$ cat src/rtl/pllcfg_pkg.sv
package pllcfg_pkg;

    localparam int unsigned BUS_W  = 32;
    localparam int unsigned HALF_W = 16;
    localparam int unsigned FRAC_W = 24;
    localparam int unsigned N_WORDS = 4;

    typedef enum logic [1:0] {
        WM_SLOW      = 2'd0,
        WM_NORMAL    = 2'd1,
        WM_DEEP_SLOW = 2'd2,
        WM_RESERVED  = 2'd3
    } work_mode_e;

    // Slot numbers follow the word offset (offset = slot * 4)
    localparam int unsigned SLOT_FB   = 0;
    localparam int unsigned SLOT_DIV  = 1;
    localparam int unsigned SLOT_FRAC = 2;
    localparam int unsigned SLOT_MODE = 3;

    // Implemented bits of each masked word
    localparam logic [HALF_W-1:0] FB_IMPL   = 16'h0FFF;
    localparam logic [HALF_W-1:0] DIV_IMPL  = 16'h773F;
    localparam logic [HALF_W-1:0] MODE_IMPL = 16'h0308;

    // Values after reset
    localparam logic [HALF_W-1:0] FB_RST   = 16'h0032;
    localparam logic [HALF_W-1:0] DIV_RST  = 16'h1101;
    localparam logic [HALF_W-1:0] MODE_RST = 16'h0008;
    localparam logic [FRAC_W-1:0] FRAC_RST = '0;

endpackage

$ cat src/rtl/pllcfg_addr_dec.sv
module pllcfg_addr_dec #(
    parameter int unsigned ADDR_W = 8
) (
    input  logic [ADDR_W-1:0]               addr,
    output logic [pllcfg_pkg::N_WORDS-1:0]  sel,
    output logic                            hit
);
    localparam int unsigned IDX_LO = 2;

    logic upper_zero;
    logic aligned;

    generate
        if (ADDR_W > 4) begin : g_upper
            assign upper_zero = (addr[ADDR_W-1:4] == '0);
        end else begin : g_no_upper
            assign upper_zero = 1'b1;
        end
    endgenerate

    assign aligned = (addr[IDX_LO-1:0] == '0);
    assign hit     = aligned && upper_zero;

    always_comb begin
        sel = '0;
        if (hit) begin
            sel[addr[IDX_LO+1:IDX_LO]] = 1'b1;
        end
    end
endmodule

$ cat src/rtl/pllcfg_field_reg.sv
module pllcfg_field_reg #(
    parameter int unsigned   W    = 16,
    parameter logic [W-1:0]  IMPL = '1,
    parameter logic [W-1:0]  RST  = '0
) (
    input  logic         clk,
    input  logic         rst_n,
    input  logic         wr_en,
    input  logic [W-1:0] wr_val,
    input  logic [W-1:0] wr_msk,
    output logic [W-1:0] q
);
    logic [W-1:0] eff_msk;
    logic [W-1:0] q_next;

    assign eff_msk = wr_msk & IMPL;

    always_comb begin
        q_next = q;
        if (wr_en) begin
            q_next = (q & ~eff_msk) | (wr_val & eff_msk);
        end
    end

    always_ff @(posedge clk or negedge rst_n) begin
        if (!rst_n) begin
            q <= RST;
        end else begin
            q <= q_next;
        end
    end

    // no write, no change
    p_hold_r9: assert property (@(posedge clk) disable iff (!rst_n)
        !wr_en |=> $stable(q));

    // only enabled bits may move
    p_mask_only_r3: assert property (@(posedge clk) disable iff (!rst_n)
        wr_en |=> (((q ^ $past(q)) & ~$past(wr_msk)) == '0));
endmodule

$ cat src/rtl/pllcfg_lock_sync.sv
module pllcfg_lock_sync #(
    parameter int unsigned STAGES = 2
) (
    input  logic clk,
    input  logic rst_n,
    input  logic async_in,
    output logic sync_out
);
    logic [STAGES-1:0] chain;

    generate
        if (STAGES > 1) begin : g_multi
            always_ff @(posedge clk or negedge rst_n) begin
                if (!rst_n) chain <= '0;
                else        chain <= {chain[STAGES-2:0], async_in};
            end
        end else begin : g_single
            always_ff @(posedge clk or negedge rst_n) begin
                if (!rst_n) chain <= '0;
                else        chain <= async_in;
            end
        end
    endgenerate

    assign sync_out = chain[STAGES-1];
endmodule

$ cat src/rtl/pll_cfg_bank.sv
module pll_cfg_bank #(
    parameter int unsigned ADDR_W    = 8,
    parameter int unsigned LOCK_SYNC = 2
) (
    input  logic              clk,
    input  logic              rst_n,
    input  logic [ADDR_W-1:0] bus_addr,
    input  logic              bus_we,
    input  logic [31:0]       bus_wdata,
    output logic [31:0]       bus_rdata,
    input  logic              pll_lock_in,
    output logic [11:0]       fb_div,
    output logic [5:0]        ref_div,
    output logic [2:0]        post_div1,
    output logic [2:0]        post_div2,
    output logic [23:0]       frac_div,
    output logic [1:0]        work_mode,
    output logic              int_mode
);
    import pllcfg_pkg::*;

    localparam int unsigned LOCK_POS = BUS_W - 1;

    logic [N_WORDS-1:0] sel;
    logic               hit;
    logic [HALF_W-1:0]  q_fb, q_div, q_mode;
    logic [FRAC_W-1:0]  q_frac;
    logic               lock_s;
    logic               unused_wbits;

    assign unused_wbits = ^bus_wdata[BUS_W-1:FRAC_W];

    pllcfg_addr_dec #(.ADDR_W(ADDR_W)) u_dec (
        .addr (bus_addr),
        .sel  (sel),
        .hit  (hit)
    );

    pllcfg_field_reg #(.W(HALF_W), .IMPL(FB_IMPL), .RST(FB_RST)) u_fb (
        .clk(clk), .rst_n(rst_n), .wr_en(bus_we && sel[SLOT_FB]),
        .wr_val(bus_wdata[HALF_W-1:0]), .wr_msk(bus_wdata[BUS_W-1:HALF_W]),
        .q(q_fb)
    );

    pllcfg_field_reg #(.W(HALF_W), .IMPL(DIV_IMPL), .RST(DIV_RST)) u_div (
        .clk(clk), .rst_n(rst_n), .wr_en(bus_we && sel[SLOT_DIV]),
        .wr_val(bus_wdata[HALF_W-1:0]), .wr_msk(bus_wdata[BUS_W-1:HALF_W]),
        .q(q_div)
    );

    pllcfg_field_reg #(.W(FRAC_W), .IMPL('1), .RST(FRAC_RST)) u_frac (
        .clk(clk), .rst_n(rst_n), .wr_en(bus_we && sel[SLOT_FRAC]),
        .wr_val(bus_wdata[FRAC_W-1:0]), .wr_msk('1),
        .q(q_frac)
    );

    pllcfg_field_reg #(.W(HALF_W), .IMPL(MODE_IMPL), .RST(MODE_RST)) u_mode (
        .clk(clk), .rst_n(rst_n), .wr_en(bus_we && sel[SLOT_MODE]),
        .wr_val(bus_wdata[HALF_W-1:0]), .wr_msk(bus_wdata[BUS_W-1:HALF_W]),
        .q(q_mode)
    );

    pllcfg_lock_sync #(.STAGES(LOCK_SYNC)) u_lock (
        .clk(clk), .rst_n(rst_n), .async_in(pll_lock_in), .sync_out(lock_s)
    );

    always_comb begin
        bus_rdata = '0;
        unique case (1'b1)
            sel[SLOT_FB]:   bus_rdata[HALF_W-1:0] = q_fb;
            sel[SLOT_DIV]:  bus_rdata[HALF_W-1:0] = q_div;
            sel[SLOT_FRAC]: begin
                bus_rdata[FRAC_W-1:0] = q_frac;
                bus_rdata[LOCK_POS]   = lock_s;
            end
            sel[SLOT_MODE]: bus_rdata[HALF_W-1:0] = q_mode;
            default:        bus_rdata = '0;
        endcase
    end

    assign fb_div    = q_fb[11:0];
    assign ref_div   = q_div[5:0];
    assign post_div1 = q_div[10:8];
    assign post_div2 = q_div[14:12];
    assign frac_div  = q_frac;
    assign work_mode = q_mode[9:8];
    assign int_mode  = q_mode[3];

    // unmapped writes leave every field alone
    p_unmapped_hold_r7: assert property (@(posedge clk) disable iff (!rst_n)
        (bus_we && !hit) |=> $stable({q_fb, q_div, q_frac, q_mode}));

    // unmapped reads are zero
    p_unmapped_read_r7: assert property (@(posedge clk) disable iff (!rst_n)
        !hit |-> (bus_rdata == '0));

    // masked words never show the upper half
    p_upper_zero_r6: assert property (@(posedge clk) disable iff (!rst_n)
        (sel[SLOT_FB] || sel[SLOT_DIV] || sel[SLOT_MODE]) |-> (bus_rdata[31:16] == '0));

    // plain load of the fraction
    p_frac_load_r4: assert property (@(posedge clk) disable iff (!rst_n)
        (bus_we && sel[SLOT_FRAC]) |=> (frac_div == $past(bus_wdata[FRAC_W-1:0])));
endmodule

$ cat config.mk
export PLATFORM = sky130hd
export DESIGN_NAME = pll_cfg_bank
export DESIGN_NICKNAME = d
export VERILOG_FILES = /design/src/rtl/pllcfg_pkg.sv /design/src/rtl/pllcfg_addr_dec.sv /design/src/rtl/pllcfg_field_reg.sv /design/src/rtl/pllcfg_lock_sync.sv /design/src/rtl/pll_cfg_bank.sv
export SDC_FILE = /design/constraint.sdc
export NUM_CORES = 1
export LEC_CHECK = 0
export CAP_MARGIN = 20
export CORE_MARGIN = 3
export CORE_UTILIZATION = 60
export DETAILED_ROUTE_END_ITERATION = 8
export DONT_BUFFER_PORTS = 1
export GPL_TIMING_DRIVEN = 1
export PLACE_DENSITY = 0.87
export SLEW_MARGIN = 20
export SYNTH_ARGS = -nofsm -noshare
export SYNTH_HDL_FRONTEND = slang
export SYNTH_SLANG_ARGS = --single-unit
$ cat constraint.sdc
create_clock -name clk -period 2.95 [get_ports clk]
set_input_delay 0.1475 -clock clk [delete_from_list [all_inputs] [get_ports clk]]
set_output_delay 0.1475 -clock clk [all_outputs]
set_load 0.01 [all_outputs]
==> metrics.cfg <==
[timing]
max-slew-margin-rel_pct=33.0
tightest_slew_ps=1000
rsz0062_at_grt=false
setup_tns_ps=0
clock_skew_ps=0.0885
fmax_mhz=589
finalCritPeriodShare_pct=57.5
hold_viol=0
final-max-slew-violation-count=0
fin_ws_ps=1250
timing.final.crit_period_ps=1700
finalSetupViolCount=0

[run_status]
outcome=complete, no violations

[synth]
syn_inst=236
yosys_register_bits=53
synthesis.area_um2=2860
synth_seq_area_share_pct=46.7
synth_area_per_cell_um2=12.1
synthDistinctLibCells=27
synth_warnings=0

[detailed_routing]
totalWireLength_um=6810
first_pass_iters=4
ant_nets=0
wl_per_cell_um=22.2
vias=1940
drt_iter0_markers=111
vias_per_cell=6.32
remaining_drc_errors=0

[cells_and_area]
drive_above_1_share_pct=31.4
fin_nets=298
register_area_um2=1340
multi_input_area_um2=1400
syn_to_final_growth_pct=13.8
n_antenna_cell=0
nFillCells=298
post-route-util_pct=72.7
post-route-cell-area_um2=3250

[worst_setup_path]
crit_arrival_ps=1550
critPathSlowestCell=nor4_4
worstSetupPathType=in2out
critPathMaxFanout=12
start_kind=primary input
cpPeakStageDelay_ps=490
critPathTopFamily=simple AND/OR/NAND/NOR gates
critPathRequiredTime_ps=2800
worst-path-buf-inv=0
endpoint_kind=primary output
crit_chain=nor4_4 -> nand2_1 -> nor3_1

[clocking]
cts.sinks=53
cts_tree=built
clock_path_buffers=2
cts_inserted_buffers=5
h-tree-depth=2
cts-root-buf=clkbuf_8
cts_setup_buffers=0
insertion_delay_ps=300
clkSlewWorstSetupHoldPaths_ps=100

[place]
place_congestion=0.713
hpwl_um=4540
placed_area_um2=2830
io_buffers=0
post-place-ws_ps=982

[floorplan]
dieHeight_um=75
fp.dieW_um=75
core_area_um2=4470
io_pins=127
initial_core_util_pct=63.8
die_area_um2=5630
rows=24

[grt]
grt_use_total_pct=24.0
grt_pass1_vias=1951
grt_max_degree=54
antenna_found_initial=0
grt_pass1_wl_um=10100
grt_overflow=0

[power_and_ir_drop]
peakVddDrop_uv=326
total_leakage_power_nw=1.51
powerDensity_nw_per_um2=462
total_power_mw=1.50

[min_path]
holdCritPathClass=in2reg

[job]
drv_cap=0

==> metal layers <==
layer | share of wire, % | track usage (%)
met1 | 41 | 30.6
met2 | 51 | 41.1
met3 | 7.5 | 6.01
met4 | 0.65 | 5.93
met5 | 0 | 0
==> cell families (layout without fill, tap and decap cells) <==
logic type | after synthesis | count (layout) | synth area share, %
AND/OR/NAND/NOR | 84 | 84 | 18.0
multiplexers | 63 | 63 | 28.0
flip-flops | 53 | 53 | 46.7
buffers and inverters | 26 | 39 | 5.12
AO/OA/AOI/OAI | 9 | 9 | 1.97
other | 1 | 7 | 0.131
==> cell usage after synthesis <==
master / instances / area [um^2]
dfrtp_1: 46 / 1150
mux2_2: 31 / 349
nand4_1: 27 / 169
mux2_4: 18 / 270
nor2b_1: 18 / 113
and2_1: 13 / 81.3
clkbuf_1: 10 / 37.5
mux2i_1: 9 / 90.1
buf_4: 7 / 52.6
dfstp_2: 7 / 184
buf_2: 6 / 30.0
nand2_1: 6 / 22.5
a21oi_1: 5 / 25.0
nor2_1: 5 / 18.8
or2_2: 5 / 31.3
and3_1: 4 / 25.0
a22oi_1: 3 / 22.5
mux4_2: 3 / 67.6
nor3_1: 3 / 15.0
buf_6: 2 / 22.5
mux2_1: 2 / 22.5
a2bb2oi_1: 1 / 8.76
and2_0: 1 / 6.26
buf_1: 1 / 3.75
conb_1: 1 / 3.75
nand4_2: 1 / 12.5
nor4_4: 1 / 21.3
==> area by class of cell <==
cell class	instances	share of cell area, %
clock inverter	3	2.00
timing repair buffer	31	9.77
multi-input combinational	163	43.1
sequential	53	41.1
tap	52	2.00
clock buffer	5	2.12
==> through the flow <==
| step | instances | hold slack (ps) |
|---|---|---|
| detailed placement | 272 | -147 |
| floorplan | 242 | -148 |
| global placement | 272 | -147 |
| finish | 307 | 131 |
| CTS | 307 | 120 |
| global route | 307 | 122 |
==> path summary, 6_finish.rpt <==
check	cells after the start	end	from	slack, ps
min	3	flop	bus_addr[3]	130
min reg2reg	0	u_lock.chain[1]	u_lock.chain[0]	360
min in group asynchronous	2	u_frac.q[19]	rst_n	410
max	3	bus_rdata[6]	bus_addr[5]	1250
max in group asynchronous	2	asynchronous set/reset pin	rst_n	2270
max reg2reg	1	u_frac.q[17]	u_frac.q[17]	2090
==> where the power goes <==
part           internal (mW)  switching (mW)  total [mW]
registers              0.755          0.0378       0.793
logic                 0.0739          0.0640       0.138
clock network          0.337           0.234       0.571
total                   1.17           0.336        1.50
==> worst min-delay path, cell delays in order <==
cell and delay (ps):
nor2b_1 20, nand4_1 90, mux2_2 140
==> cells in the final DEF, fill, tap and decap left out <==
master | netlist | layout
dfstp_2 | 7 | 7
and2_0 | 1 | 1
mux2_2 | 31 | 31
nor4_4 | 1 | 1
clkinv_2 | 0 | 1
dlygate4sd3_1 | 0 | 26
nor3_1 | 3 | 3
mux2_1 | 2 | 2
mux4_2 | 3 | 3
bufinv_16 | 0 | 2
and3_1 | 4 | 4
a21oi_1 | 5 | 5
or2_2 | 5 | 5
nor2_1 | 5 | 4
dfrtp_1 | 46 | 46
nand4_2 | 1 | 1
nand2_1 | 6 | 6
and2_1 | 13 | 13
buf_4 | 7 | 4
clkbuf_8 | 0 | 5
nand4_1 | 27 | 27
mux2_4 | 18 | 18
nor2_2 | 0 | 1
buf_16 | 0 | 1
conb_1 | 1 | 7
a22oi_1 | 3 | 3
a2bb2oi_1 | 1 | 1
nor2b_1 | 18 | 18
mux2i_1 | 9 | 9
==> repair_timing <==
action,4_1_cts,5_1_grt
endpoints found under the hold margin,105,0
gates resized for setup,0,0
hold buffers,27,0
Power figures use the tool's default switching activity.
